===== config.mk =====
export PLATFORM = sky130hd
export DESIGN_NAME = lookup_key_builder
export DESIGN_NICKNAME = d
export VERILOG_FILES = /design/src/rtl/lkb_pkg.sv /design/src/rtl/lkb_hv_window.sv /design/src/rtl/lkb_np_select.sv /design/src/rtl/lkb_probe_key.sv /design/src/rtl/lkb_flag_tap.sv /design/src/rtl/lookup_key_builder.sv
export SDC_FILE = /design/constraint.sdc
export NUM_CORES = 1
export LEC_CHECK = 0
export BUFFER_PORTS_ARGS = -buffer_cell sky130_fd_sc_hd__buf_2
export CAP_MARGIN = 20
export CORE_UTILIZATION = 25
export DETAILED_ROUTE_END_ITERATION = 16
export PLACE_DENSITY_LB_ADDON = 0.15
export SLEW_MARGIN = 10
export SYNTH_ARGS = -nofsm -noshare
export SYNTH_HDL_FRONTEND = slang
export SYNTH_SLANG_ARGS = --single-unit

===== constraint.sdc =====
create_clock -name clk -period 1.35 [get_ports clk]
set_clock_uncertainty 0.05 [all_clocks]
set_input_delay 0.135 -clock clk [delete_from_list [all_inputs] [get_ports clk]]
set_output_delay 0.135 -clock clk [all_outputs]
set_load 0.02 [all_outputs]

===== src/rtl/lkb_pkg.sv =====
package lkb_pkg;
   localparam int BYTE_W = 8;
   localparam int WORD_W = 16;

   typedef enum logic [1:0] {
      NP_HDRVEC  = 2'd0,
      NP_REGPAIR = 2'd1,
      NP_ZERO    = 2'd2,
      NP_BAD     = 2'd3
   } np_src_e;
endpackage


===== src/rtl/lkb_hv_window.sv =====
// Cuts a field out of the header vector in network bit order.
module lkb_hv_window
   import lkb_pkg::*;
#(
   parameter int HV_WORDS = 8,
   parameter int SEL_W    = 7,
   parameter int LEN_W    = 6,
   parameter int OUT_W    = 32
) (
   input  logic [HV_WORDS*WORD_W-1:0] hv,
   input  logic [SEL_W-1:0]           start,
   input  logic [LEN_W-1:0]           len,
   output logic [OUT_W-1:0]           field
);
   localparam int GRAB_WORDS = 4;
   localparam int GRAB_BITS  = GRAB_WORDS * WORD_W;

   if (SEL_W < 4) begin : g_bad_sel
      $error("lkb_hv_window: SEL_W must cover a word bit offset");
   end
   if (OUT_W + WORD_W - 1 > GRAB_BITS) begin : g_bad_out
      $error("lkb_hv_window: OUT_W too wide for the grab window");
   end

   logic [GRAB_BITS-1:0] grab;
   logic [GRAB_BITS-1:0] stream;
   logic [GRAB_BITS-1:0] shifted;
   int                   base;
   int                   len_eff;

   always_comb begin
      base = int'(start) / WORD_W;
      grab = '0;
      for (int k = 0; k < GRAB_WORDS; k++) begin
         for (int w = 0; w < HV_WORDS; w++) begin
            if (w == base + k) grab[k*WORD_W +: WORD_W] = hv[w*WORD_W +: WORD_W];
         end
      end
      // per byte bit reversal: stream bit 0 is the byte MSB
      for (int b = 0; b < GRAB_BITS / BYTE_W; b++) begin
         for (int j = 0; j < BYTE_W; j++) begin
            stream[b*BYTE_W + j] = grab[b*BYTE_W + BYTE_W - 1 - j];
         end
      end
      shifted = stream >> start[3:0];
      len_eff = (int'(len) > OUT_W) ? OUT_W : int'(len);
      field   = '0;
      for (int i = 0; i < OUT_W; i++) begin
         if (i < len_eff) field[i] = shifted[len_eff - 1 - i];
      end
   end
endmodule


===== src/rtl/lkb_np_select.sv =====
// Chooses the next-protocol key source.
module lkb_np_select
   import lkb_pkg::*;
#(
   parameter int HV_WORDS = 8,
   parameter int NUM_REGS = 16,
   parameter int SEL_W    = 7,
   parameter int LEN_W    = 6,
   parameter int NP_W     = 32
) (
   input  logic [1:0]                 np_op,
   input  logic [SEL_W-1:0]           np_a,
   input  logic [LEN_W-1:0]           np_b,
   input  logic [NUM_REGS*WORD_W-1:0] regs,
   input  logic [HV_WORDS*WORD_W-1:0] hv,
   output logic [NP_W-1:0]            np_val
);
   localparam int REG_IW = $clog2(NUM_REGS);

   if (NP_W != 2 * WORD_W) begin : g_bad_np
      $error("lkb_np_select: NP_W must hold two register words");
   end
   if (SEL_W < REG_IW || LEN_W < REG_IW) begin : g_bad_idx
      $error("lkb_np_select: operand fields narrower than register index");
   end

   logic [NP_W-1:0]   win_val;
   logic [WORD_W-1:0] lo_reg;
   logic [WORD_W-1:0] hi_reg;

   lkb_hv_window #(
      .HV_WORDS (HV_WORDS),
      .SEL_W    (SEL_W),
      .LEN_W    (LEN_W),
      .OUT_W    (NP_W)
   ) u_win (
      .hv    (hv),
      .start (np_a),
      .len   (np_b),
      .field (win_val)
   );

   assign lo_reg = regs[np_a[REG_IW-1:0]*WORD_W +: WORD_W];
   assign hi_reg = regs[np_b[REG_IW-1:0]*WORD_W +: WORD_W];

   always_comb begin
      case (np_src_e'(np_op))
         NP_HDRVEC:  np_val = win_val;
         NP_REGPAIR: np_val = {hi_reg, lo_reg};
         NP_ZERO:    np_val = '0;
         default:    np_val = '1;
      endcase
   end
endmodule


===== src/rtl/lkb_probe_key.sv =====
// Forms the byte-reversed probe key with zero fill past the packet limit.
module lkb_probe_key
   import lkb_pkg::*;
#(
   parameter int PROBE_BYTES = 19,
   parameter int OFS_W       = 10,
   parameter int PKT_LIMIT   = 504
) (
   input  logic [OFS_W-1:0]              hdr_ofs,
   input  logic [PROBE_BYTES*BYTE_W-1:0] pkt_win,
   input  logic                          tsr_sel,
   input  logic [BYTE_W-1:0]             tsr_val,
   input  logic [BYTE_W-1:0]             prio_val,
   output logic [(PROBE_BYTES+1)*BYTE_W-1:0] key
);
   localparam int          PW  = OFS_W + 1;
   localparam logic [PW-1:0] LIM = PW'(PKT_LIMIT);

   if (PKT_LIMIT >= (1 << PW) || PROBE_BYTES >= (1 << OFS_W)) begin : g_bad_lim
      $error("lkb_probe_key: limit or key length exceeds offset range");
   end

   for (genvar i = 0; i < PROBE_BYTES; i++) begin : g_byte
      localparam int DIST = PROBE_BYTES - 1 - i;
      logic [PW-1:0] pos;
      assign pos = {1'b0, hdr_ofs} + PW'(DIST);
      assign key[i*BYTE_W +: BYTE_W] = (pos < LIM) ? pkt_win[DIST*BYTE_W +: BYTE_W] : '0;
   end

   assign key[PROBE_BYTES*BYTE_W +: BYTE_W] = tsr_sel ? tsr_val : prio_val;
endmodule


===== src/rtl/lkb_flag_tap.sv =====
// Picks one enabled flag from the flag vector.
module lkb_flag_tap #(
   parameter int FLAG_BITS = 64,
   parameter int IDX_W     = 6
) (
   input  logic [FLAG_BITS-1:0] flags,
   input  logic                 en,
   input  logic [IDX_W-1:0]     idx,
   output logic                 bit_o
);
   if ((1 << IDX_W) != FLAG_BITS) begin : g_bad_flags
      $error("lkb_flag_tap: FLAG_BITS must be 2**IDX_W");
   end

   assign bit_o = en & flags[idx];
endmodule


===== src/rtl/lookup_key_builder.sv =====
module lookup_key_builder
   import lkb_pkg::*;
#(
   parameter int OFS_W         = 10,
   parameter int PKT_LIMIT     = 504,
   parameter int PROBE_BYTES   = 19,
   parameter int HV_WORDS      = 8,
   parameter int NUM_REGS      = 16,
   parameter int NODE_REG      = 1,
   parameter int FLAG_BITS     = 64,
   parameter int NUM_FLAG_KEYS = 4,
   parameter int LEN_W         = 6,
   parameter int NP_W          = 32,
   parameter int GRP_W         = 8,
   localparam int KEY_W        = (PROBE_BYTES + 1) * 8,
   localparam int SEL_W        = $clog2(HV_WORDS * 16),
   localparam int REG_IW       = $clog2(NUM_REGS),
   localparam int FLAG_IW      = $clog2(FLAG_BITS)
) (
   input  logic                          clk,
   input  logic                          rst_n,
   input  logic                          start,
   input  logic [OFS_W-1:0]              hdr_ofs,
   input  logic                          tsr_sel,
   input  logic [7:0]                    tsr_val,
   input  logic [7:0]                    prio_val,
   input  logic [PROBE_BYTES*8-1:0]      pkt_win,
   input  logic [NUM_REGS*16-1:0]        regs,
   input  logic [HV_WORDS*16-1:0]        hv,
   input  logic [FLAG_BITS-1:0]          flag_vec,
   input  logic [1:0]                    np_op,
   input  logic [SEL_W-1:0]              np_a,
   input  logic [LEN_W-1:0]              np_b,
   input  logic [NUM_FLAG_KEYS-1:0]      flag_en,
   input  logic [NUM_FLAG_KEYS*FLAG_IW-1:0] flag_idx,
   input  logic [REG_IW-1:0]             alu_sel,
   input  logic                          from_boost,
   input  logic [GRP_W-1:0]              boost_grp,
   output logic [KEY_W-1:0]              bkey,
   output logic [15:0]                   pg_node,
   output logic [NUM_FLAG_KEYS-1:0]      pg_flags,
   output logic [15:0]                   pg_alu,
   output logic [NP_W-1:0]               pg_np,
   output logic [GRP_W-1:0]              pg_grp,
   output logic                          key_vld
);
   if ((1 << REG_IW) != NUM_REGS) begin : g_bad_regs
      $error("lookup_key_builder: NUM_REGS must be a power of two");
   end
   if (NODE_REG >= NUM_REGS) begin : g_bad_node
      $error("lookup_key_builder: NODE_REG outside the register file");
   end
   if (NUM_FLAG_KEYS < 1) begin : g_bad_nflags
      $error("lookup_key_builder: at least one key flag required");
   end

   logic [KEY_W-1:0]         key_n;
   logic [NP_W-1:0]          np_n;
   logic [NUM_FLAG_KEYS-1:0] flags_n;
   logic [WORD_W-1:0]        node_n;
   logic [WORD_W-1:0]        alu_n;
   logic [GRP_W-1:0]         grp_n;

   lkb_probe_key #(
      .PROBE_BYTES (PROBE_BYTES),
      .OFS_W       (OFS_W),
      .PKT_LIMIT   (PKT_LIMIT)
   ) u_probe (
      .hdr_ofs  (hdr_ofs),
      .pkt_win  (pkt_win),
      .tsr_sel  (tsr_sel),
      .tsr_val  (tsr_val),
      .prio_val (prio_val),
      .key      (key_n)
   );

   lkb_np_select #(
      .HV_WORDS (HV_WORDS),
      .NUM_REGS (NUM_REGS),
      .SEL_W    (SEL_W),
      .LEN_W    (LEN_W),
      .NP_W     (NP_W)
   ) u_np (
      .np_op  (np_op),
      .np_a   (np_a),
      .np_b   (np_b),
      .regs   (regs),
      .hv     (hv),
      .np_val (np_n)
   );

   for (genvar k = 0; k < NUM_FLAG_KEYS; k++) begin : g_flag
      lkb_flag_tap #(
         .FLAG_BITS (FLAG_BITS),
         .IDX_W     (FLAG_IW)
      ) u_tap (
         .flags (flag_vec),
         .en    (flag_en[k]),
         .idx   (flag_idx[k*FLAG_IW +: FLAG_IW]),
         .bit_o (flags_n[k])
      );
   end

   assign node_n = regs[NODE_REG*WORD_W +: WORD_W];
   assign alu_n  = regs[alu_sel*WORD_W +: WORD_W];
   assign grp_n  = from_boost ? boost_grp : '0;

   always_ff @(posedge clk or negedge rst_n) begin
      if (!rst_n) begin
         bkey     <= '0;
         pg_node  <= '0;
         pg_flags <= '0;
         pg_alu   <= '0;
         pg_np    <= '0;
         pg_grp   <= '0;
         key_vld  <= 1'b0;
      end else begin
         key_vld <= start;
         if (start) begin
            bkey     <= key_n;
            pg_node  <= node_n;
            pg_flags <= flags_n;
            pg_alu   <= alu_n;
            pg_np    <= np_n;
            pg_grp   <= grp_n;
         end
      end
   end
endmodule


==> reports/summary.txt <==
SYNTHESIS
--------------------------------------------------------------------------------
Unique cell type count in the Yosys netlist .......................          101
Adder-cell area share of the yosys netlist ........................       1.039%
Register bit count reported by yosys ..............................          237
Post-synthesis compound-gate area fraction ........................       26.74%
Top area cells in the synthesized netlist ......................... sky130_fd_sc_hd__mux4_2, sky130_fd_sc_hd__dfrtp_1, sky130_fd_sc_hd__mux2i_1
Post-Synth Simple-Gate Area .......................................       16.89%
Proportion of synthesized chip area in sequential cells ...........       16.00%
Post-synthesis mux area share .....................................       30.34%
Share of the synthesized netlist area taken by xor and xnor gates .       1.819%
Synthesized area ..................................................    37080 um2
Synthesized netlist cell count ....................................         4453
Top cell types by occurrence after synthesis ...................... sky130_fd_sc_hd__nand2_1, sky130_fd_sc_hd__mux4_2, sky130_fd_sc_hd__nor2_1, sky130_fd_sc_hd__o21ai_0, sky130_fd_sc_hd__inv_1
Syn_nets ..........................................................         5169
Most used standard cell by instance count after synthesis ......... sky130_fd_sc_hd__nand2_1
Dominant combinational cell family by area after synthesis ........ multiplexers
Biggest area consumer among synthesized cells ..................... sky130_fd_sc_hd__mux4_2
Area share of the largest cell type after synthesis ...............       22.35%
Number of warnings printed during yosys synthesis .................            0
Count of flip-flops with a built-in enable after synthesis ........            0
Leading register cell type out of synthesis ....................... sky130_fd_sc_hd__dfrtp_1
Async set or reset register ratio after synthesis .................       100.0%
Mean instance size in the synthesized netlist .....................    8.326 um2

MIN PATH
--------------------------------------------------------------------------------
Worst hold path class .............................................    in -> reg

CRITICAL PATH
--------------------------------------------------------------------------------
Signal arrival time at the worst endpoint .........................      4.68 ns
Classification of the worst setup path ............................    in -> reg
Required time at the endpoint of the critical path ................      1.89 ns
Largest driver fanout on the critical path ........................            6
Worst setup EP type ...............................................     register
Sort of element at the start of the critical path ................. primary input

TIMING
--------------------------------------------------------------------------------
Setup repair after global routing missed its margin ...............         true
Tmin final ........................................................     4.142 ns
Hold Violations, Final ............................................            0
Slew at the pin closest to its max-slew limit .....................    0.8275 ns
Final number of max-transition violations .........................            0
Worst path setup slack after routing ..............................    -2.792 ns
Highest clock frequency the design can meet .......................    241.4 MHz
Ratio of final minimum period to clock period .....................       306.8%
Worst slew margin relative to its limit ...........................       44.83%
Final Setup Violations ............................................          278

ROUTING
--------------------------------------------------------------------------------
Via count .........................................................       54.19k
Detailed route wirelength on metal2 ...............................     127.6 mm
Highest routing layer actually used ...............................         met5
DRC Markers .......................................................            0
Number of detailed-routing iterations run before antenna repair ...            6
Total Routed Length ...............................................     301.9 mm
Wire length the detailed router placed on met1 ....................     122.3 mm
Antenna Nets Post-Route ...........................................            0
Number of vias per cell after detailed routing ....................        5.900
WL per Instance ...................................................     32.86 um
Wire length on met3 ...............................................     32.37 mm
First DRT Iteration DRCs ..........................................         5938

CLOCK TREE
--------------------------------------------------------------------------------
Number of buffers created by CTS ..................................           31
Clock-pin slew on the worst setup and hold paths ..................      0.07 ns
Maximum level of the CTS H-tree ...................................            1
Clock tree from TritonCTS .........................................         done
Clock Latency Late Sink ...........................................      0.68 ns
Master cell of the clock root buffer .............................. sky130_fd_sc_hd__clkbuf_16
Number of clock sinks seen by CTS .................................          237
Buffer depth of the longest clock path ............................            3

OUTCOME
--------------------------------------------------------------------------------
Outcome ........................................................... finished, violations left
Violations in the final reports ................................... setup timing

JOB
--------------------------------------------------------------------------------
Count of max-cap constraint violations ............................            0

POWER
--------------------------------------------------------------------------------
PwrDens ........................................................... 794.6 nW/um2
Worst vdd rail ir drop ............................................     1.111 mV
Total power of the final layout ...................................     54960 uW
Standby leakage power .............................................   0.03023 uW

FLOORPLANNING
--------------------------------------------------------------------------------
Initial core utilization ..........................................       25.32%
Ports placed on the boundary ......................................          923
Area inside the core boundary .....................................   146400 um2
Chip Height .......................................................     387.1 um
Cell Rows .........................................................          140
Die Area ..........................................................   149900 um2
Die outline width .................................................     387.1 um

GRT
--------------------------------------------------------------------------------
Vias in the first global route ....................................       51.96k
Wire length of the first global-routing pass ......................     411.9 mm
Largest net degree at the start of global routing .................           87
GRT Resource Usage Total ..........................................       38.38%
Total global routing overflow .....................................            0
Antenna violations before repair ..................................          108

FINAL LAYOUT
--------------------------------------------------------------------------------
Synthesis-to-layout area growth ...................................       86.56%
Share of layout cells above drive strength 1 ......................       57.18%
Final nets ........................................................         7907

PLACE
--------------------------------------------------------------------------------
Count of port buffers added during placement ......................          922
Routability congestion estimate from global placement .............        1.053
Worst slack at placement ..........................................    -4.223 ns
Final HPWL DP .....................................................     246.4 mm

## placed cells by master, fill, tap and decap left out, types with 27 or more instances in the layout
master and instances:
sky130_fd_sc_hd__o22ai_1 84, sky130_fd_sc_hd__dlygate4sd3_1 213, sky130_fd_sc_hd__o211ai_1 76, sky130_fd_sc_hd__mux2_2 74
sky130_fd_sc_hd__diode_2 57, sky130_fd_sc_hd__a22oi_1 40, sky130_fd_sc_hd__a211oi_2 37, sky130_fd_sc_hd__nor3_1 73
sky130_fd_sc_hd__clkbuf_16 33, sky130_fd_sc_hd__o21ai_1 136, sky130_fd_sc_hd__inv_1 227, sky130_fd_sc_hd__buf_6 334
sky130_fd_sc_hd__buf_2 665, sky130_fd_sc_hd__nand2b_1 57, sky130_fd_sc_hd__a211oi_1 39, sky130_fd_sc_hd__xnor2_1 67
sky130_fd_sc_hd__a21oi_2 35, sky130_fd_sc_hd__nand3_1 89, sky130_fd_sc_hd__buf_4 1735, sky130_fd_sc_hd__o22ai_2 28
sky130_fd_sc_hd__dfrtp_1 223, sky130_fd_sc_hd__and3_1 40, sky130_fd_sc_hd__a21oi_1 187, sky130_fd_sc_hd__o21ai_0 167
sky130_fd_sc_hd__mux4_2 368, sky130_fd_sc_hd__o21ai_2 48, sky130_fd_sc_hd__o221ai_1 28, sky130_fd_sc_hd__nand2_2 39
sky130_fd_sc_hd__buf_12 114, sky130_fd_sc_hd__a31oi_1 29, sky130_fd_sc_hd__nor2_1 336, sky130_fd_sc_hd__o21a_1 27
sky130_fd_sc_hd__nand2_1 401, sky130_fd_sc_hd__mux2i_1 145
## flip-flops by register name, summed over array words and instances, names as in the netlist
register and count:
pg_np 32, pg_grp 8, key_vld 1, bkey 160
pg_alu 16, pg_node 16, pg_flags 4
## path summary, 6_finish.rpt
check                             start     endpoint  slack, ns  cells past startpoint
setup / recovery                np_a[4]    pg_np[29]      -2.79                     20
hold / removal             flag_idx[23]  pg_flags[3]      0.002                      5
setup reg to reg              pg_np[23]    pg_np[23]      -0.05                      6
hold reg to reg                bkey[25]     bkey[25]       0.48                      2
max in group asynchronous         rst_n    bkey[121]       0.17                      4
min in group asynchronous         rst_n    pg_np[30]       0.10                      3
## through the flow
step	cells	TNS [ns]	util, %	hold WS (ns)	area [um2]
2_1_floorplan	4453	-139.33	-	-0.2106	38490
3_3_place_gp	8599	-243.54	39.06	0.002553	57200
3_5_place_dp	8599	-242.53	39.06	-0.002121	57200
4_1_cts	9011	-102.55	45.08	0.0007517	66010
5_1_grt	9161	-101.91	47.19	0.01109	69110
6_report	9186	-93.54	47.23	0.001815	69170
## layer usage
metal / global-route usage [%] / up-vias
met4: 19.68 / 64
met3: 10.72 / 834
met5: 0 / -
li1: - / 22908
met2: 57.05 / 3317
met1: 50.54 / 27071
## cell families after synthesis
kind of cell / after synthesis
adder cells (fa/ha/maj): 31
AO/OA/AOI/OAI: 1457
multiplexers: 652
buffers and inverters: 647
AND/OR/NAND/NOR: 1352
flip-flops: 237
XOR/XNOR: 77
## repair_timing
action                                   CTS  global route
pin swaps                                140           169
buffers inserted                         149           130
hold buffers                             213             1
endpoints found under the setup margin   352           402
endpoints found under the hold margin    434             5
gates cloned                              10             3
resized for setup                       1071           485
## critical path: stages
cell,delay [ns]
sky130_fd_sc_hd__buf_12,0.11
sky130_fd_sc_hd__and2_4,0.16
sky130_fd_sc_hd__ha_4,0.19
sky130_fd_sc_hd__or2_4,0.32
sky130_fd_sc_hd__buf_6,0.15
sky130_fd_sc_hd__a21oi_4,0.10
sky130_fd_sc_hd__o21ai_2,0.10
sky130_fd_sc_hd__a222oi_1,0.62
sky130_fd_sc_hd__buf_4,0.30
sky130_fd_sc_hd__buf_6,0.13
sky130_fd_sc_hd__o2bb2ai_4,0.13
sky130_fd_sc_hd__nor4_4,0.07
sky130_fd_sc_hd__buf_4,0.16
sky130_fd_sc_hd__a22o_1,0.17
sky130_fd_sc_hd__o21a_1,0.18
sky130_fd_sc_hd__or4_4,0.45
sky130_fd_sc_hd__mux2_4,0.30
sky130_fd_sc_hd__mux4_2,0.46
sky130_fd_sc_hd__a211oi_2,0.23
sky130_fd_sc_hd__o221a_2,0.20
## layout make-up
cell class / count / area [um2]
antenna: 57 / 142.6
clock buffer: 37 / 828.3
clock inverter: 17 / 251.5
fill: 14247 / 77270
inverter: 246 / 960.9
multi-input combinational: 3570 / 33250
sequential: 237 / 5948
tap: 1917 / 2399
timing repair buffer: 3105 / 25390
## where the power goes
| group | total, uW | internal, uW | switching [uW] |
|---|---|---|---|
| clock | 9270 | 5320 | 3950 |
| combinational | 37000 | 17600 | 19400 |
| sequential | 8650 | 7900 | 752 |
| total | 55000 | 30800 | 24100 |
(Power assumes the default switching activity.)
